<file path="config.mk">
export PLATFORM = sky130hd
export DESIGN_NAME = alu8_core
export DESIGN_NICKNAME = d
export VERILOG_FILES = /design/src/rtl/alu8_pkg.sv /design/src/rtl/alu8_addsub.sv /design/src/rtl/alu8_unit.sv /design/src/rtl/alu8_div.sv /design/src/rtl/alu8_core.sv
export SDC_FILE = /design/constraint.sdc
export NUM_CORES = 1
export LEC_CHECK = 0
export BUFFER_PORTS_ARGS = -buffer_cell sky130_fd_sc_hd__buf_2
export CORE_MARGIN = 5
export CORE_UTILIZATION = 30
export CTS_CLUSTER_DIAMETER = 60
export DETAILED_ROUTE_END_ITERATION = 16
export PLACE_DENSITY = 0.5
export SLEW_MARGIN = 5
export SYNTH_ARGS = -nofsm -noshare
export SYNTH_HDL_FRONTEND = slang
export SYNTH_HIERARCHICAL = 1
export SYNTH_SLANG_ARGS = --single-unit
export TNS_END_PERCENT = 10
</file>
<file path="constraint.sdc">
create_clock -name clk -period 5.9 [get_ports clk]
set_input_delay 0.295 -clock clk [delete_from_list [all_inputs] [get_ports clk]]
set_output_delay 0.295 -clock clk [all_outputs]
set_load 0.01 [all_outputs]
</file>
<file path="src/rtl/alu8_pkg.sv">
package alu8_pkg;

    localparam int DW  = 8;
    localparam int NW  = DW / 2;
    localparam int OPW = 5;

    typedef logic [DW-1:0] byte_t;

    typedef enum logic [OPW-1:0] {
        OP_ADD  = 5'd0,
        OP_ADDC = 5'd1,
        OP_SUBB = 5'd2,
        OP_INC  = 5'd3,
        OP_DEC  = 5'd4,
        OP_AND  = 5'd5,
        OP_OR   = 5'd6,
        OP_XOR  = 5'd7,
        OP_CLR  = 5'd8,
        OP_CPL  = 5'd9,
        OP_RL   = 5'd10,
        OP_RLC  = 5'd11,
        OP_RR   = 5'd12,
        OP_RRC  = 5'd13,
        OP_SWAP = 5'd14,
        OP_DA   = 5'd15,
        OP_MUL  = 5'd16,
        OP_DIV  = 5'd17
    } alu_op_e;

    typedef struct packed {
        byte_t a;
        byte_t b;
        logic  cy;
        logic  ac;
        logic  ov;
        logic  cy_we;
        logic  ac_we;
        logic  ov_we;
        logic  b_we;
    } alu_res_t;

    function automatic logic nib_over9(input logic [NW-1:0] n);
        return n > NW'(9);
    endfunction

    function automatic alu_res_t res_plain(input byte_t a);
        alu_res_t r;
        r       = '0;
        r.a     = a;
        return r;
    endfunction

endpackage

</file>
<file path="src/rtl/alu8_addsub.sv">
module alu8_addsub
    import alu8_pkg::*;
(
    input  byte_t a,
    input  byte_t b,
    input  logic  cy_in,
    input  logic  sub,
    input  logic  use_cy,
    output byte_t sum,
    output logic  cy,
    output logic  ac,
    output logic  ov
);
    logic          cin;
    logic          ci;
    byte_t         bx;
    logic [NW:0]   lo_s;
    logic [DW-1:0] mid_s;
    logic [DW:0]   full_s;

    // Subtraction is A + ~B + (1 - borrow); carries then read as inverted borrows.
    always_comb begin
        cin    = use_cy & cy_in;
        ci     = sub ? ~cin : cin;
        bx     = sub ? ~b : b;
        lo_s   = {1'b0, a[NW-1:0]} + {1'b0, bx[NW-1:0]} + {{NW{1'b0}}, ci};
        mid_s  = {1'b0, a[DW-2:0]} + {1'b0, bx[DW-2:0]} + {{(DW-1){1'b0}}, ci};
        full_s = {1'b0, a} + {1'b0, bx} + {{DW{1'b0}}, ci};
        sum    = full_s[DW-1:0];
        cy     = full_s[DW] ^ sub;
        ac     = lo_s[NW] ^ sub;
        ov     = full_s[DW] ^ mid_s[DW-1];
    end
endmodule

</file>
<file path="src/rtl/alu8_unit.sv">
module alu8_unit
    import alu8_pkg::*;
(
    input  alu_op_e  op,
    input  byte_t    a,
    input  byte_t    b,
    input  logic     cy_in,
    input  logic     ac_in,
    output alu_res_t res
);
    logic          lo_fix;
    logic          hi_fix;
    logic          c_mid;
    logic [DW:0]   da_t;
    logic [DW:0]   da_u;
    logic [2*DW-1:0] prod;

    always_comb begin
        lo_fix = nib_over9(a[NW-1:0]) | ac_in;
        da_t   = {1'b0, a} + (lo_fix ? (DW+1)'(6) : '0);
        c_mid  = cy_in | da_t[DW];
        hi_fix = nib_over9(da_t[DW-1:NW]) | c_mid;
        da_u   = {1'b0, da_t[DW-1:0]} + (hi_fix ? (DW+1)'(8'h60) : '0);
        prod   = a * b;
    end

    always_comb begin
        res = res_plain(a);
        unique case (op)
            OP_INC:  res.a = a + 1'b1;
            OP_DEC:  res.a = a - 1'b1;
            OP_AND:  res.a = a & b;
            OP_OR:   res.a = a | b;
            OP_XOR:  res.a = a ^ b;
            OP_CLR:  res.a = '0;
            OP_CPL:  res.a = ~a;
            OP_RL:   res.a = {a[DW-2:0], a[DW-1]};
            OP_RR:   res.a = {a[0], a[DW-1:1]};
            OP_SWAP: res.a = {a[NW-1:0], a[DW-1:NW]};
            OP_RLC: begin
                res.a     = {a[DW-2:0], cy_in};
                res.cy    = a[DW-1];
                res.cy_we = 1'b1;
            end
            OP_RRC: begin
                res.a     = {cy_in, a[DW-1:1]};
                res.cy    = a[0];
                res.cy_we = 1'b1;
            end
            OP_DA: begin
                res.a     = da_u[DW-1:0];
                res.cy    = c_mid | hi_fix | da_u[DW];
                res.cy_we = 1'b1;
            end
            OP_MUL: begin
                res.a     = prod[DW-1:0];
                res.b     = prod[2*DW-1:DW];
                res.cy    = 1'b0;
                res.ov    = |prod[2*DW-1:DW];
                res.cy_we = 1'b1;
                res.ov_we = 1'b1;
                res.b_we  = 1'b1;
            end
            default: res = res_plain(a);
        endcase
    end
endmodule

</file>
<file path="src/rtl/alu8_div.sv">
module alu8_div
    import alu8_pkg::*;
#(
    parameter int DIV_BPC = 1
) (
    input  logic  clk,
    input  logic  rst,
    input  logic  start,
    input  byte_t dividend,
    input  byte_t divisor,
    output logic  busy,
    output logic  done,
    output logic  zero_div,
    output byte_t quot,
    output byte_t rem
);
    localparam int STEPS = DW / DIV_BPC;
    localparam int CW    = $clog2(STEPS + 1);

    byte_t         q_r;
    byte_t         r_r;
    byte_t         d_r;
    logic [CW-1:0] cnt_r;
    logic          busy_r;
    logic          done_r;
    logic          dz_r;

    byte_t       q_n;
    logic [DW:0] r_n;
    logic [DW:0] tmp;

    // DIV_BPC restoring steps chained per clock.
    always_comb begin
        q_n = q_r;
        r_n = {1'b0, r_r};
        tmp = '0;
        for (int i = 0; i < DIV_BPC; i++) begin
            tmp = {r_n[DW-1:0], q_n[DW-1]};
            q_n = {q_n[DW-2:0], 1'b0};
            if (tmp >= {1'b0, d_r}) begin
                r_n    = tmp - {1'b0, d_r};
                q_n[0] = 1'b1;
            end else begin
                r_n = tmp;
            end
        end
    end

    always_ff @(posedge clk) begin
        if (rst) begin
            q_r    <= '0;
            r_r    <= '0;
            d_r    <= '0;
            cnt_r  <= '0;
            busy_r <= 1'b0;
            done_r <= 1'b0;
            dz_r   <= 1'b0;
        end else begin
            done_r <= 1'b0;
            if (start) begin
                q_r    <= dividend;
                r_r    <= '0;
                d_r    <= divisor;
                cnt_r  <= CW'(STEPS);
                busy_r <= 1'b1;
                dz_r   <= (divisor == '0);
            end else if (busy_r) begin
                q_r   <= q_n;
                r_r   <= r_n[DW-1:0];
                cnt_r <= cnt_r - 1'b1;
                if (cnt_r == CW'(1)) begin
                    busy_r <= 1'b0;
                    done_r <= 1'b1;
                end
            end
        end
    end

    assign busy     = busy_r;
    assign done     = done_r;
    assign zero_div = dz_r;
    assign quot     = q_r;
    assign rem      = r_r;
endmodule

</file>
<file path="src/rtl/alu8_core.sv">
module alu8_core
    import alu8_pkg::*;
#(
    parameter int DIV_BPC = 1
) (
    input  logic             clk,
    input  logic             rst,
    input  logic             in_valid,
    input  logic [OPW-1:0]   op_code,
    input  logic [DW-1:0]    a_in,
    input  logic [DW-1:0]    b_in,
    input  logic             cy_in,
    input  logic             ac_in,
    output logic             out_valid,
    output logic [DW-1:0]    res_a,
    output logic [DW-1:0]    res_b,
    output logic             b_we,
    output logic             cy_out,
    output logic             ac_out,
    output logic             ov_out,
    output logic             cy_we,
    output logic             ac_we,
    output logic             ov_we
);
    alu_op_e  op_e;
    logic     div_busy;
    logic     div_done;
    logic     div_zero;
    byte_t    div_q;
    byte_t    div_r;
    logic     accept;
    logic     div_go;
    logic     is_arith;

    byte_t    as_sum;
    logic     as_cy, as_ac, as_ov;
    alu_res_t unit_res;
    alu_res_t nxt;
    alu_res_t res_q;
    alu_res_t shown;
    logic     valid_q;

    assign op_e     = alu_op_e'(op_code);
    assign accept   = in_valid && !div_busy;
    assign div_go   = accept && (op_e == OP_DIV);
    assign is_arith = (op_e == OP_ADD) || (op_e == OP_ADDC) || (op_e == OP_SUBB);

    alu8_addsub u_addsub (
        .a      (a_in),
        .b      (b_in),
        .cy_in  (cy_in),
        .sub    (op_e == OP_SUBB),
        .use_cy (op_e != OP_ADD),
        .sum    (as_sum),
        .cy     (as_cy),
        .ac     (as_ac),
        .ov     (as_ov)
    );

    alu8_unit u_unit (
        .op    (op_e),
        .a     (a_in),
        .b     (b_in),
        .cy_in (cy_in),
        .ac_in (ac_in),
        .res   (unit_res)
    );

    alu8_div #(.DIV_BPC(DIV_BPC)) u_div (
        .clk      (clk),
        .rst      (rst),
        .start    (div_go),
        .dividend (a_in),
        .divisor  (b_in),
        .busy     (div_busy),
        .done     (div_done),
        .zero_div (div_zero),
        .quot     (div_q),
        .rem      (div_r)
    );

    always_comb begin
        nxt = unit_res;
        if (is_arith) begin
            nxt       = res_plain(as_sum);
            nxt.cy    = as_cy;
            nxt.ac    = as_ac;
            nxt.ov    = as_ov;
            nxt.cy_we = 1'b1;
            nxt.ac_we = 1'b1;
            nxt.ov_we = 1'b1;
        end
    end

    always_ff @(posedge clk) begin
        if (rst) begin
            valid_q <= 1'b0;
            res_q   <= '0;
        end else begin
            valid_q <= accept && (op_e != OP_DIV);
            if (accept) begin
                res_q <= nxt;
            end
        end
    end

    always_comb begin
        shown = '0;
        if (div_done) begin
            shown.a     = div_q;
            shown.b     = div_r;
            shown.cy    = 1'b0;
            shown.ov    = div_zero;
            shown.cy_we = 1'b1;
            shown.ov_we = 1'b1;
            shown.b_we  = 1'b1;
        end else if (valid_q) begin
            shown = res_q;
        end
    end

    assign out_valid = valid_q | div_done;
    assign res_a     = shown.a;
    assign res_b     = shown.b;
    assign b_we      = shown.b_we;
    assign cy_out    = shown.cy;
    assign ac_out    = shown.ac;
    assign ov_out    = shown.ov;
    assign cy_we     = shown.cy_we;
    assign ac_we     = shown.ac_we;
    assign ov_we     = shown.ov_we;
endmodule

</file>
==> results of run 1 <==
[layout by cell type, fill, tap and decap left out, types with 15 or more instances in the layout]
cell type and count:
nand3_1 23, o21ai_0 53, buf_2 49, ha_1 79, fa_1 42, nor2_1 125
nand2_1 104, mux2i_1 21, xor2_1 22, a21oi_1 54, dfxtp_1 55, nor3_1 15
xnor2_1 18, inv_1 104
[cell families after synthesis]
kind of cell,count (synthesis)
AO/OA/AOI/OAI,227
XOR/XNOR,40
adder cells (fa/ha/maj),121
buffers and inverters,158
flip-flops,55
multiplexers,23
other,1
AND/OR/NAND/NOR,342
[layer usage]
metal / routed length (um) / track usage
met1: 10400 / 0.219
met2: 10900 / 0.281
met3: 990 / 0.0171
met4: 383 / 0.0352
met5: 0 / 0
[worst max path at each step]
stage | to | slack [ps] | depth (start not counted)
3_5_place_dp | res_q[4] | 730 | 18
3_3_place_gp | res_q[4] | 770 | 18
6_report | res_q[4] | 1010 | 18
5_1_grt | res_q[4] | 710 | 18
2_1_floorplan | res_q[4] | 1130 | 20
4_1_cts | res_q[4] | 1010 | 18
[state kept, by name, summed over array words and instances (netlist names)]
name	flops
res_q	23
u_div/busy	1
u_div/cnt_r	4
u_div/d_r	8
u_div/done	1
u_div/quot	8
u_div/rem	8
u_div/zero_div	1
valid_q	1
[metrics by stage]
| stage | hold WS (ps) | std cells | worst slack (ps) | instance area, um2 | power [mW] |
|---|---|---|---|---|---|
| floorplan | 374 | 968 | 1130 | 7370 | 1.12 |
| global placement | 445 | 1303 | 770 | 7870 | 1.36 |
| detailed placement | 448 | 1303 | 729 | 7870 | 1.36 |
| CTS | 397 | 1311 | 1010 | 8010 | 1.67 |
| global route | 423 | 1311 | 711 | 8010 | 1.82 |
| finish | 401 | 1311 | 1010 | 8010 | 1.65 |
[worst register-to-register path: cells and delay by family, from the launching register on]
family | cells | cell delay, ps
fa+ha+maj | 1 | 340
flops | 1 | 330
compound gates | 4 | 1090
buf+inv | 1 | 60
simple gates | 1 | 240
[power by group through the flow]
| stage | clock (mW) | combinational (mW) | sequential, mW |
|---|---|---|---|
| global route | 0.327 | 1.10 | 0.390 |
| floorplan | 0 | 0.729 | 0.395 |
| CTS | 0.310 | 0.968 | 0.389 |
| global placement | 0 | 0.964 | 0.397 |
| detailed placement | 0 | 0.961 | 0.397 |
| finish | 0.298 | 0.968 | 0.389 |
[layout make-up]
class                           instances  area, um2
Multi-Input combinational cell        755       5620
Tap cell                              324        405
Sequential cell                        55       1100
Fill cell                            2667      16200
Clock buffer                            5        125
Clock inverter                          3       20.0
Inverter                              108        405
Timing Repair Buffer                   61        335
==> metrics, run 1 <==
Reg2Reg Setup Slack 3720 ps; largest area contributor in the netlist dfxtp_1; Arrival @ worst endpoint 5100 ps; combinational family with the most area after synthesis adder cells; CP startpoint a_in[5]; Gate Count Post-Synth 967; critical path class in2reg; # IOs 50; hpwl dp 17,500 um; worst hold stages 3; status complete, no violations; Post-DRT Antenna Nets 0; Row Count 57; Longest Clk Path Bufs 2; XOR/XNOR Fraction of Synth Area 0.0476; Final TNS setup 0 ps; clock latency on the worst-skew pair 300 ps; Async S/R FF share, synth 0; layout net count 1,133; initial antenna violation count 0; Hold Crit Start b_in[6]; Leak 3.56 nW; CP startpoint kind input pin; clock skew 5.76 ps; top cells by count, synth nor2_1 (125), inv_1 (104), nand2_1 (104), ha_1 (79), dfxtp_1 (55); Crit Path Max Fanout 16; top-count cell post-synth nor2_1; Max IR drop VDD 0.0996 mV; WL per Instance 17.4 um; post-synthesis mux area share 0.0316; sequential element share of the synthesized area 0.149; Area contributors post-synth dfxtp_1 (15%), ha_1 (13%), fa_1 (11%), nor2_1 (6.4%), inv_1 (5.3%); Compound-Gate Fraction of Synth Area 0.213; DR pass1 iterations 6; R2R depth 7; Max Cap Viol 0; Core ar. 0.0242 mm2; global-route wire length before repair 36,900 um; total number of vias 6,779; Hold Vio Cnt, Final 0; Reg clk slew, reported paths 70 ps; post-cts sizing count 0; r2r endpoint u_div/rem[7]; Worst setup EP type flop; utilization after layout 0.330; TritonCTS clock tree yes; Cell Area, Synth 0.00737 mm2; Net Sw Frac 0.444; Overflow after GRT 0; Post-Synth Adder-Cell Area 0.248; hold_buf cts 0; final wirelength 22,800 um; GP Congestion 0.883; RSZ-0062 raised after global routing no; DR vias/cell 5.17; WP data required 6120 ps; worst slew pin tran 1070 ps; Initial Utilization 0.304; synth unique cells 84; CP dominant cell by count fa_1; area of the die 0.0278 mm2; Port Buf Inserts 49; relative slew slack 0.284; P_sw 0.735 mW; Int Pwr 0.920 mW; clock power share 0.180; period utilisation layout 0.829; synth warn 6; diode count 0; critical path's top delay family adder cells; Setup-failing EPs final 0; DRC errors left 0; Tmin final 4890 ps; Reg-to-Reg Start u_div/d_r[4]; post-CTS setup buffers 0; Syn-to-layout area delta 8.73%; pwr/cell area 207 mW/mm2; proportion of power drawn by combinational gates 0.585; layout cells sized above 1 0.122; Seq cells post-synth 55; Total Routing Usage GR 0.162; Chip Height 167 um; sequential fraction of design power 0.235; CTS Buf Count 5; Max stage delay on crit path 560 ps; starting DRC count in detailed routing 416; CP max-delay cell fa_1; Post-synth EDFFs 0; Critical Path, Cell by Cell buf_2, inv_1, nor2_1, fa_1, fa_1, fa_1, inv_1, fa_1, inv_1, ha_1, nor3_1, o21ai_0, and3_1, a211o_1, and4_1, a31oi_1, nand2_1, a211oi_2; Top FF cell, synth dfxtp_1; FMAX 205 MHz; vias in the first global route 6,769; die width 167 um; Synth top area share 0.149; Synth Area in Simple Gates 0.220; Post-Syn Area per Cell 7.62 um2; Clock Root Buffer clkbuf_16; clk sinks 55; hold path endpoint u_div/d_r[6]; largest net degree at the start of global routing 46; Buf/Inv on CP 4; hold crit path type in2reg; Final Max Tran Viols 0; htree depth 2
No activity file was read; power rests on OpenSTA's default activity.
==> run 2: changes to the inputs <==
--- a/config.mk
+++ b/config.mk
@@ -10,7 +10,7 @@
 export CORE_UTILIZATION = 30
 export CTS_CLUSTER_DIAMETER = 60
 export DETAILED_ROUTE_END_ITERATION = 16
-export PLACE_DENSITY = 0.5
+export PLACE_DENSITY = 0.52
 export SLEW_MARGIN = 5
 export SYNTH_ARGS = -nofsm -noshare
 export SYNTH_HDL_FRONTEND = slang
==> constraint.sdc (replaced) <==
create_clock -name clk -period 3.9 [get_ports clk]
set_input_delay 0.195 -clock clk [delete_from_list [all_inputs] [get_ports clk]]
set_output_delay 0.195 -clock clk [all_outputs]
set_load 0.01 [all_outputs]
==> run 2 against run 1 <==
Against the previous run: the flow now finishes with violations (negative setup slack); non-clock buffer count rose by 94; first-iteration DRC count fell by 0.72%; clock skew fell by 2.0 ps; sequential share of layout area is 1.5 points lower; utilization increased by 3.9 points; combinational power grew 110%; total power rose by 87%; via count up 3.2%.
==> metrics, run 2 (synthesis results as in run 1) <==
status finished with violations; failing checks negative setup slack; Overflow after GRT 0 (unchanged); CTS Buf Count 5 (unchanged); Hold Vio Cnt, Final 0 (unchanged); final wirelength 23,500 um (+3.4%); initial antenna violation count 0 (unchanged); RSZ-0062 raised after global routing yes; proportion of power drawn by combinational gates 0.668 (+0.083); DR vias/cell 4.99 (-3.5%); Post-DRT Antenna Nets 0 (unchanged); pwr/cell area 345 mW/mm2 (+67%); utilization after layout 0.369 (+0.0390); layout net count 1,227 (+8.3%); global-route wire length before repair 38,000 um (+3.0%); Arrival @ worst endpoint 4300 ps (-800 ps); dpl ws -649 ps (-1380 ps); Largest register FFs 23 (unchanged); Crit Path Max Fanout 5 (-11); Chip Height 167 um (unchanged); Row Count 57 (unchanged); Int Pwr 1.82 mW (+98%); Final Non-Filler Cells 1,403 (+7.0%); critical path class in2reg; htree depth 2 (unchanged); worst setup margin -189 ps (-1200 ps); starting DRC count in detailed routing 413 (-0.72%); # IOs 50 (unchanged); clock skew 3.79 ps (-1.97 ps); DR pass1 iterations 5 (-1); DRC errors left 0 (unchanged); Final Max Tran Viols 0 (unchanged); commonest non-fill, non-tap cells in the layout nor2_1 (116), buf_4 (110), nand2_1 (103), inv_1 (92), ha_1 (70); Worst setup EP type flop; vias in the first global route 6,938 (+2.5%); Leak 4.03 nW (+13%); Total Routing Usage GR 0.167 (+0.00460); Reg clk slew, reported paths 70 ps (about the same); Syn-to-layout area delta 21.6%; sequential fraction of design power 0.191 (-0.044); Pwr Total 3.09 mW (+87%); Max IR drop VDD 0.176 mV (+77%); FMAX 245 MHz; Max Cap Viol 0 (unchanged); Port Buf Inserts 49 (unchanged); clock power share 0.141 (-0.039); period utilisation layout 1.05; CP startpoint kind input pin; cell count after placement 1,391 (+6.8%); Critical Path, Cell by Cell buf_4, clkinvlp_4, nor2_2, fa_1, inv_1, fa_1, inv_1, fa_1, inv_1, fa_1, inv_2, ha_4, o21ai_2, o211ai_1, buf_4, a31oi_1, a211o_1, and4_1, a31oi_1, nand2_1, a211oi_2; largest reg by FF count res_q; Longest Clk Path Bufs 2 (unchanged); Net Sw Frac 0.410 (-0.0339); GP Congestion 0.918 (+4.0%); CP max-delay cell fa_1; Setup-failing EPs final 6 (+6); die width 167 um (unchanged); diode count 0 (unchanged); Final TNS setup -603 ps (-603 ps); Clock Root Buffer clkbuf_16; Core ar. 0.0242 mm2 (unchanged); layout cells sized above 1 0.235 (+0.114); Tmin final 4090 ps; clk sinks 55 (unchanged); WP data required 4110 ps (-2010 ps); WL per Instance 16.8 um (-3.4%); clock latency on the worst-skew pair 290 ps (about the same); Initial Utilization 0.304 (unchanged); area of the die 0.0278 mm2 (unchanged); hpwl dp 18,800 um (+7.4%); largest net degree at the start of global routing 46 (unchanged); commonest non-fill, non-tap cell in the layout nor2_1; hold_buf cts 0 (unchanged); total number of vias 6,999 (+3.2%); CP dominant cell by count fa_1; relative slew slack 0.189 (-0.0951); worst slew pin tran 1220 ps (+143 ps); TritonCTS clock tree yes; Max stage delay on crit path 520 ps (-40 ps); hold crit path type in2reg; P_sw 1.27 mW (+72%)
==> run 2: changes by cell type in the layout (fill, tap and decap cells not counted), sizes merged <==
cell | before | now
inv | 107 | 106
clkinvlp | 2 | 1
clkbuf | 5 | 6
buf | 61 | 155
clkinv | 2 | 1
==> run 2: metal layers <==
layer	track usage	wire length, um	up-vias
li1	-	-	3538
met1	0.230	11200	3289
met2	0.276	10700	137
met3	0.0204	882	35
met4	0.0470	749	0
met5	0	0	-
==> run 2: path summary, 6_finish.rpt <==
kind | depth (start not counted) | start | end | slack [ps]
worst min register to register | 2 | res_q[12] | res_q[12] | 460
worst max register to register | 8 | u_div/busy | u_div/rem[7] | 1330
worst max-delay path | 21 | b_in[2] | res_q[4] | -190
worst min-delay path | 4 | b_in[3] | u_div/d_r[3] | 370
==> run 2: what timing repair did <==
item                       4_1_cts  5_1_grt
gates resized for setup         32        7
setup endpoints to repair        9       12
pin swaps                       18        1
buffers inserted                 6        0
==> run 2: cell type report <==
type                            count  area [um2]
Timing Repair Buffer              155        1060
Clock buffer                        6         129
Inverter                          108         434
Fill cell                        2567       15300
Multi-Input combinational cell    755        5820
Tap cell                          324         405
Sequential cell                    55        1100
==> run 2: power by group through the flow <==
stage               logic (mW)  clock network, mW  registers (mW)
finish                    2.06              0.435           0.592
global route              2.32              0.474           0.594
CTS                       2.04              0.450           0.592
detailed placement        1.89                  0           0.605
global placement          1.89                  0           0.604
floorplan                 1.27                  0           0.597
==> run 2: worst max-delay path, delay by kind of cell <==
family,cells,cell delay (ps)
and+or+nand+nor,3,340
AOI/OAI and AO/OA,6,920
adders and majority gates,5,2250
buffers and inverters,7,570
==> run 2: metrics by stage <==
stage	instance area [um2]	hold slack, ps
after floorplan	7560	274
after global placement	8640	447
after detailed placement	8640	451
after CTS	8920	371
after global routing	8950	398
final	8950	374
